$ cat src/rtl/irq_vector_unit.sv
module irq_vector_unit (
  input  logic        clk,
  input  logic        rst_n,
  input  logic        mode_wr,
  input  logic [1:0]  mode_val,
  input  logic        tptr_wr,
  input  logic [7:0]  tptr_val,
  input  logic        irq_ack,
  input  logic [7:0]  vec_byte,
  output logic        mem_rd,
  output logic [15:0] mem_addr,
  input  logic [7:0]  mem_rdata,
  output logic        busy,
  output logic        push_req,
  output logic        jump_valid,
  output logic [15:0] jump_addr,
  output logic        vec_err
);

  localparam logic [15:0] FIXED_TARGET = 16'h0038;

  typedef enum logic [2:0] {
    S_IDLE, S_RDLO, S_RDHI, S_WAIT, S_PUSH, S_JUMP, S_ERR
  } state_t;

  state_t      state;
  logic [1:0]  mode_q;
  logic [7:0]  tptr_q;
  logic [15:0] addr_q;
  logic [7:0]  lo_q;
  logic        rst_ok;

  assign rst_ok = (vec_byte[7:6] == 2'b11) && (vec_byte[2:0] == 3'b111);

  always_ff @(posedge clk) begin
    if (!rst_n) begin
      state  <= S_IDLE;
      mode_q <= 2'd0;
      tptr_q <= 8'h00;
      addr_q <= 16'h0000;
      lo_q   <= 8'h00;
    end else begin
      if (mode_wr && mode_val != 2'd3) mode_q <= mode_val;
      if (tptr_wr) tptr_q <= tptr_val;
      case (state)
        S_IDLE: if (irq_ack) begin
          case (mode_q)
            2'd0: if (rst_ok) begin
              state  <= S_PUSH;
              addr_q <= {8'h00, 2'b00, vec_byte[5:3], 3'b000};
            end else begin
              state  <= S_ERR;
            end
            2'd1: begin
              state  <= S_PUSH;
              addr_q <= FIXED_TARGET;
            end
            2'd2: begin
              state  <= S_RDLO;
              addr_q <= {tptr_q, vec_byte};
            end
            default: state <= S_IDLE;
          endcase
        end
        S_RDLO: begin
          state  <= S_RDHI;
          addr_q <= addr_q + 16'd1;
        end
        S_RDHI: begin
          state <= S_WAIT;
          lo_q  <= mem_rdata;
        end
        S_WAIT: begin
          state  <= S_PUSH;
          addr_q <= {mem_rdata, lo_q};
        end
        S_PUSH:  state <= S_JUMP;
        default: state <= S_IDLE;
      endcase
    end
  end

  assign busy       = (state != S_IDLE);
  assign mem_rd     = (state == S_RDLO) || (state == S_RDHI);
  assign mem_addr   = mem_rd ? addr_q : 16'h0000;
  assign push_req   = (state == S_PUSH);
  assign jump_valid = (state == S_JUMP);
  assign jump_addr  = jump_valid ? addr_q : 16'h0000;
  assign vec_err    = (state == S_ERR);

endmodule

$ cat config.mk
export PLATFORM = sky130hd
export DESIGN_NAME = irq_vector_unit
export DESIGN_NICKNAME = d
export VERILOG_FILES = /design/src/rtl/irq_vector_unit.sv
export SDC_FILE = /design/constraint.sdc
export NUM_CORES = 1
export LEC_CHECK = 0
export BUFFER_PORTS_ARGS = -buffer_cell sky130_fd_sc_hd__buf_2
export CAP_MARGIN = 20
export CORE_AREA = 2 2 69 71
export CTS_CLUSTER_DIAMETER = 80
export DETAILED_ROUTE_END_ITERATION = 10
export DIE_AREA = 0 0 71 73
export PLACE_DENSITY = 0.81
export SLEW_MARGIN = 20
export SYNTH_ARGS = -nofsm -noshare
export SYNTH_HDL_FRONTEND = slang
export SYNTH_SLANG_ARGS = --single-unit
$ cat constraint.sdc
create_clock -name clk -period 3.56 [get_ports clk]
set_input_delay 0.712 -clock clk [delete_from_list [all_inputs] [get_ports clk]]
set_output_delay 0.712 -clock clk [all_outputs]
set_load 0.005 [all_outputs]
======== After elaboration in Yosys (flattened, before gate mapping) ========
Cells that the tools add are included.
operators by class
  multiplexer cells ....................... 10
  add/sub/neg operators ................... 1
  equal/unequal tests ..................... 14
  reduce and logical (&&, ||, !) cells .... 8
operators by type and width
  kind                                            count
  one-hot mux 16 bit (3 select lines)             2
  two-way mux 16 bit                              4
  adder 16 x 1 -> 16 bit (second input constant)  1
  one-hot mux 3 bit (5 select lines)              1
  == test 3 bit (second input constant)           4
  one-hot mux 3 bit (3 select lines)              1
  == test 3 x 2 -> 1 bit (second input constant)  2
  nonzero test 3 bit                              2
  == test 2 bit (second input constant)           2
  != test 2 bit (second input constant)           2
  != test 4 x 1 -> 1 bit (second input constant)  1
  AND reduction 4 bit                             1
  == test 3 x 1 -> 1 bit (second input constant)  1
  zero test 3 bit                                 1
  two-way mux 3 bit                               1
  != test 3 bit (second input constant)           1
  == test 2 x 1 -> 1 bit (second input constant)  1
  logical AND 1 bit                               2
  zero test 2 bit                                 1
  two-way mux 2 bit                               1
  logical OR 1 bit                                1
storage, ports and cells
  register bits ........................... 37
  input port bits ......................... 31

======== Logic depth before layout (Yosys ltp) ========
  word-level depth ........................ 6
  mapped depth ............................ 7
  gate-level depth less buffers ........... 6

======== Least setup slack after synthesis ========
OpenSTA, ideal clock, no wires.
  path kind ............................... register to output
  start point ............................. reg state[2]
  end point ............................... out mem_addr[11]
  arrival ................................. 1.384 ns
  setup slack ............................. 1.464 ns
  cell stages (with the launch flop) ...... 6
  cells stage by stage .................... dfxtp_1 > clkbuf_1 > nor3b_1 > nor2_1 > clkbuf_1 > nor2b_1
on the way
  cells in the longest elaborated chain, start to end .. 3
  elaborated cells on any way between the ends .. 4
  those cells by class .................... eq/ne (2); mux (1); reduce/logical (1)
RTL lines
  what                                                              RTL line  text
  from (decl)                                                       26        state_t state;
  from (signal assigned)                                            37        state <= S_IDLE;
  from (signal assigned)                                            49        state <= S_PUSH;
  from (signal assigned)                                            52        state <= S_ERR;
  == test 3 x 1 -> 1 bit or == test 3 x 2 -> 1 bit (tied branches)  84        assign mem_rd = (state == S_RDLO) || (state == S_RDHI);
  logical OR 1 bit *                                                84
  two-way mux 16 bit *                                              85        assign mem_addr = mem_rd ? addr_q : 16'h0000;
  to (decl)                                                         11        output logic [15:0] mem_addr,
Mark *: on every way between the ends. The rest lies on a longest branch, timed or not.

======== Final worst setup path ========
  start point ............................. reg state[1]
  end point ............................... out mem_addr[8]
Same word-level chain as after synthesis.

==> metrics.csv <==
stage,metric,value,unit
cts,postCtsHoldBufs,0,
power,p_seq_share,40.3,%
floorplan,initial_core_util,54.2,%
placed_design,portBuffers,67,
power,p_leak,1.27,nW
cts,cts_tree,yes,
routing,routed_wl,7220,µm
critical_path,crit_type,reg2out,
power,p_switching,0.477,mW
sta,relSlewSlack,30.9,%
cts,cts_setup_buffers,0,
cts,ctsResizeCount,0,
cts,htreeDepth,2,
sta,finalHoldViolCount,0,
power,ir_drop,0.320,mV
job,cap_violations,0,
yosys,yosys_warnings,0,
global_routing,grt_pass1_wl,11700,µm
routing,vias,2609,
sta,rsz0062_at_grt,no,
sta,drv_slew,0,
critical_path,cp_max_fo,17,
yosys,synthDistinctLibCells,58,
power,internal_power,0.840,mW
floorplan,io_pins,68,
cts,cts_sinks,37,
cts,cts_root_buffer,clkbuf_8,
outcome,outcome,"finished, final reports clean",
power,clockPowerShare,28.4,%
finish,final_core_util,63.9,%
floorplan,die_w,71,µm
floorplan,rows,25,
routing,detail-route-antenna-nets,0,
routing,via_per_inst,6.27,
yosys,synth_top_flop_cell,dfxtp_1,
routing,drt_first_pass_iters,5,
critical_path,path_cells,inv_1 > nor3_1 > nor2_1 > nor2b_1 > buf_2,
floorplan,die_area,5180,µm²
yosys,synthCells,310,
hold_path,hold_path_class,reg2reg,
finish,nets,397,
placed_design,gp_congestion,0.982,
critical_path,critPathCaptureType,output pin,
finish,area_growth,18.0,%
cts,cts_inserted_buffers,5,
cts,clock_path_buffers,2,
sta,period_needed,2.98,ns
critical_path,required,2.85,ns
critical_path,crit_path_start_kind,register,
finish,drive_above_1_share,25.1,%
cts,clk_pin_slew,0.08,ns
yosys,avgSynthCellArea,7.92,µm²
power,p_per_area,454,nW/µm²
floorplan,coreArea,4540,µm²
yosys,yosysSeqAreaShare,30.2,%
sta,max_freq,336,MHz
global_routing,antenna_found_initial,0,
global_routing,grt_max_degree,19,
routing,drc,0,
sta,tightest_slew,1.03,ns
critical_path,arrival,2.27,ns
yosys,async_reset_ff_share,0,%
critical_path,cp_slowest_cell,nor2_1,
sta,setup_tns,0,ns
sta,min_period_over_period,83.6,%
global_routing,grt_pass1_vias,2396,
routing,drtIter0Drc,308,
routing,wire_per_inst,17.4,µm
yosys,synth-edff-count,0,
floorplan,fp.dieH,73,µm
finish,fillCellCount,414,
yosys,ys_seq_elements,37,
sta,fin_skew,0.0117,ns
sta,finalSetupViolations,0,
yosys,syn_area,2460,µm²
placed_design,dp_hpwl,5230,µm
power,comb_power_share,31.3,%
global_routing,overflow,0,
finish,diodes,0,
power,swShare,36.2,%
global_routing,grt_usage,28.5,%
cts,clkLatencyLatePin,0.30,ns
critical_path,cpPeakStageDelay,0.81,ns
yosys,synth_nets,346,
## power by group through the flow
stage | Clock, mW | Combinational, mW | Sequential [mW]
final | 0.374 | 0.412 | 0.531
after detailed placement | 0 | 0.402 | 0.539
after floorplan | 0 | 0.313 | 0.501
after global placement | 0 | 0.398 | 0.536
after CTS | 0.377 | 0.407 | 0.529
after global routing | 0.394 | 0.452 | 0.542
## synth_stat cells, types with 7 or more instances
cell type / instances / area (µm²)
clkbuf_1: 17 / 63.8
and2_1: 13 / 81.3
nand3_1: 14 / 70.1
mux2i_1: 16 / 160
o21ai_0: 11 / 55.1
a21oi_1: 9 / 45.0
dfxtp_1: 37 / 741
nor4_1: 8 / 50.1
nor2b_1: 18 / 113
nor2_1: 28 / 105
nor3_1: 11 / 55.1
buf_2: 8 / 40.0
o211a_1: 7 / 70.1
nand2_1: 15 / 56.3
inv_1: 11 / 41.3
## state kept, by name (all words and copies together) (netlist names)
signal  flops
addr_q     16
state       3
mode_q      2
lo_q        8
tptr_q      8
## logic make-up after synthesis
family / Yosys count / share of synthesized area (%)
AND/OR/NAND/NOR: 137 / 30.6
AO/OA/AOI/OAI: 72 / 22.4
buffers and inverters: 40 / 6.57
flip-flops: 37 / 30.2
multiplexers: 18 / 7.44
adder cells (fa/ha/maj): 5 / 2.55
XOR/XNOR: 1 / 0.357
## final timing paths
check	from	end	slack (ns)	depth (start not counted)
setup / recovery	state[1]$_SDFFE_PN0N_	mem_addr[8]	0.58	5
hold / removal	lo_q[1]$_SDFFE_PN0P_	lo_q[1]$_SDFFE_PN0P_	0.49	2
setup reg to reg	mode_q[0]$_SDFFE_PN0P_	addr_q[2]$_SDFFE_PN0P_	1.23	6
hold reg to reg	lo_q[1]$_SDFFE_PN0P_	lo_q[1]$_SDFFE_PN0P_	0.49	2
## metal layers
metal	up-vias	track usage (%)	share of wire, %
li1	1249	-	-
met1	1193	37.0	41
met2	145	48.0	48
met3	22	5.39	8.4
met4	0	9.43	2.8
met5	-	0	0
## cell type report
| class | instances | area [µm²] | area share [%] |
|---|---|---|---|
| multi-input cells | 233 | 1550 | 53.6 |
| flip-flops and latches | 37 | 741 | 25.6 |
| repair buffers | 73 | 380 | 13.1 |
| clock buffers | 5 | 68.8 | 2.37 |
| well taps | 54 | 67.6 | 2.33 |
| clock inverters | 3 | 46.3 | 1.60 |
| inverters | 11 | 41.3 | 1.42 |
## critical path: cells and delay by family, from the launching register on
kind / cells / cell delay, ns
buffers and inverters: 2 / 0.50
flip-flops: 1 / 0.45
AND/OR/NAND/NOR: 3 / 1.02
## cell usage in the layout, fill, tap and decap left out, types with 4 or more instances in the layout
cell type  count
inv_1         11
nand2b_1       4
and2_1        13
mux2i_1       16
buf_2         67
nor2_1        28
a21oi_1        9
o21ai_0       11
nand2_1       15
nor2b_1       18
clkbuf_8       5
ha_1           5
a31oi_1        6
nand3_1       14
o31ai_1        4
buf_4          6
nor4_1         8
a211oi_1       4
or4_1          4
and3_1         6
nand4_1        4
o211a_1        7
nor3_1        11
dfxtp_1       37
## through the flow
step / instances / hold WS, ns / worst slack, ns / area [µm²] / power, mW
after floorplan: 310 / 0.451 / 1.46 / 2460 / 0.814
after global placement: 408 / 0.471 / 1.01 / 2780 / 0.935
after detailed placement: 408 / 0.484 / 0.898 / 2780 / 0.941
after CTS: 416 / 0.502 / 0.558 / 2900 / 1.31
after global routing: 416 / 0.526 / 0.323 / 2900 / 1.39
final: 416 / 0.492 / 0.582 / 2900 / 1.32
No activity file was read; power rests on OpenSTA's default activity.
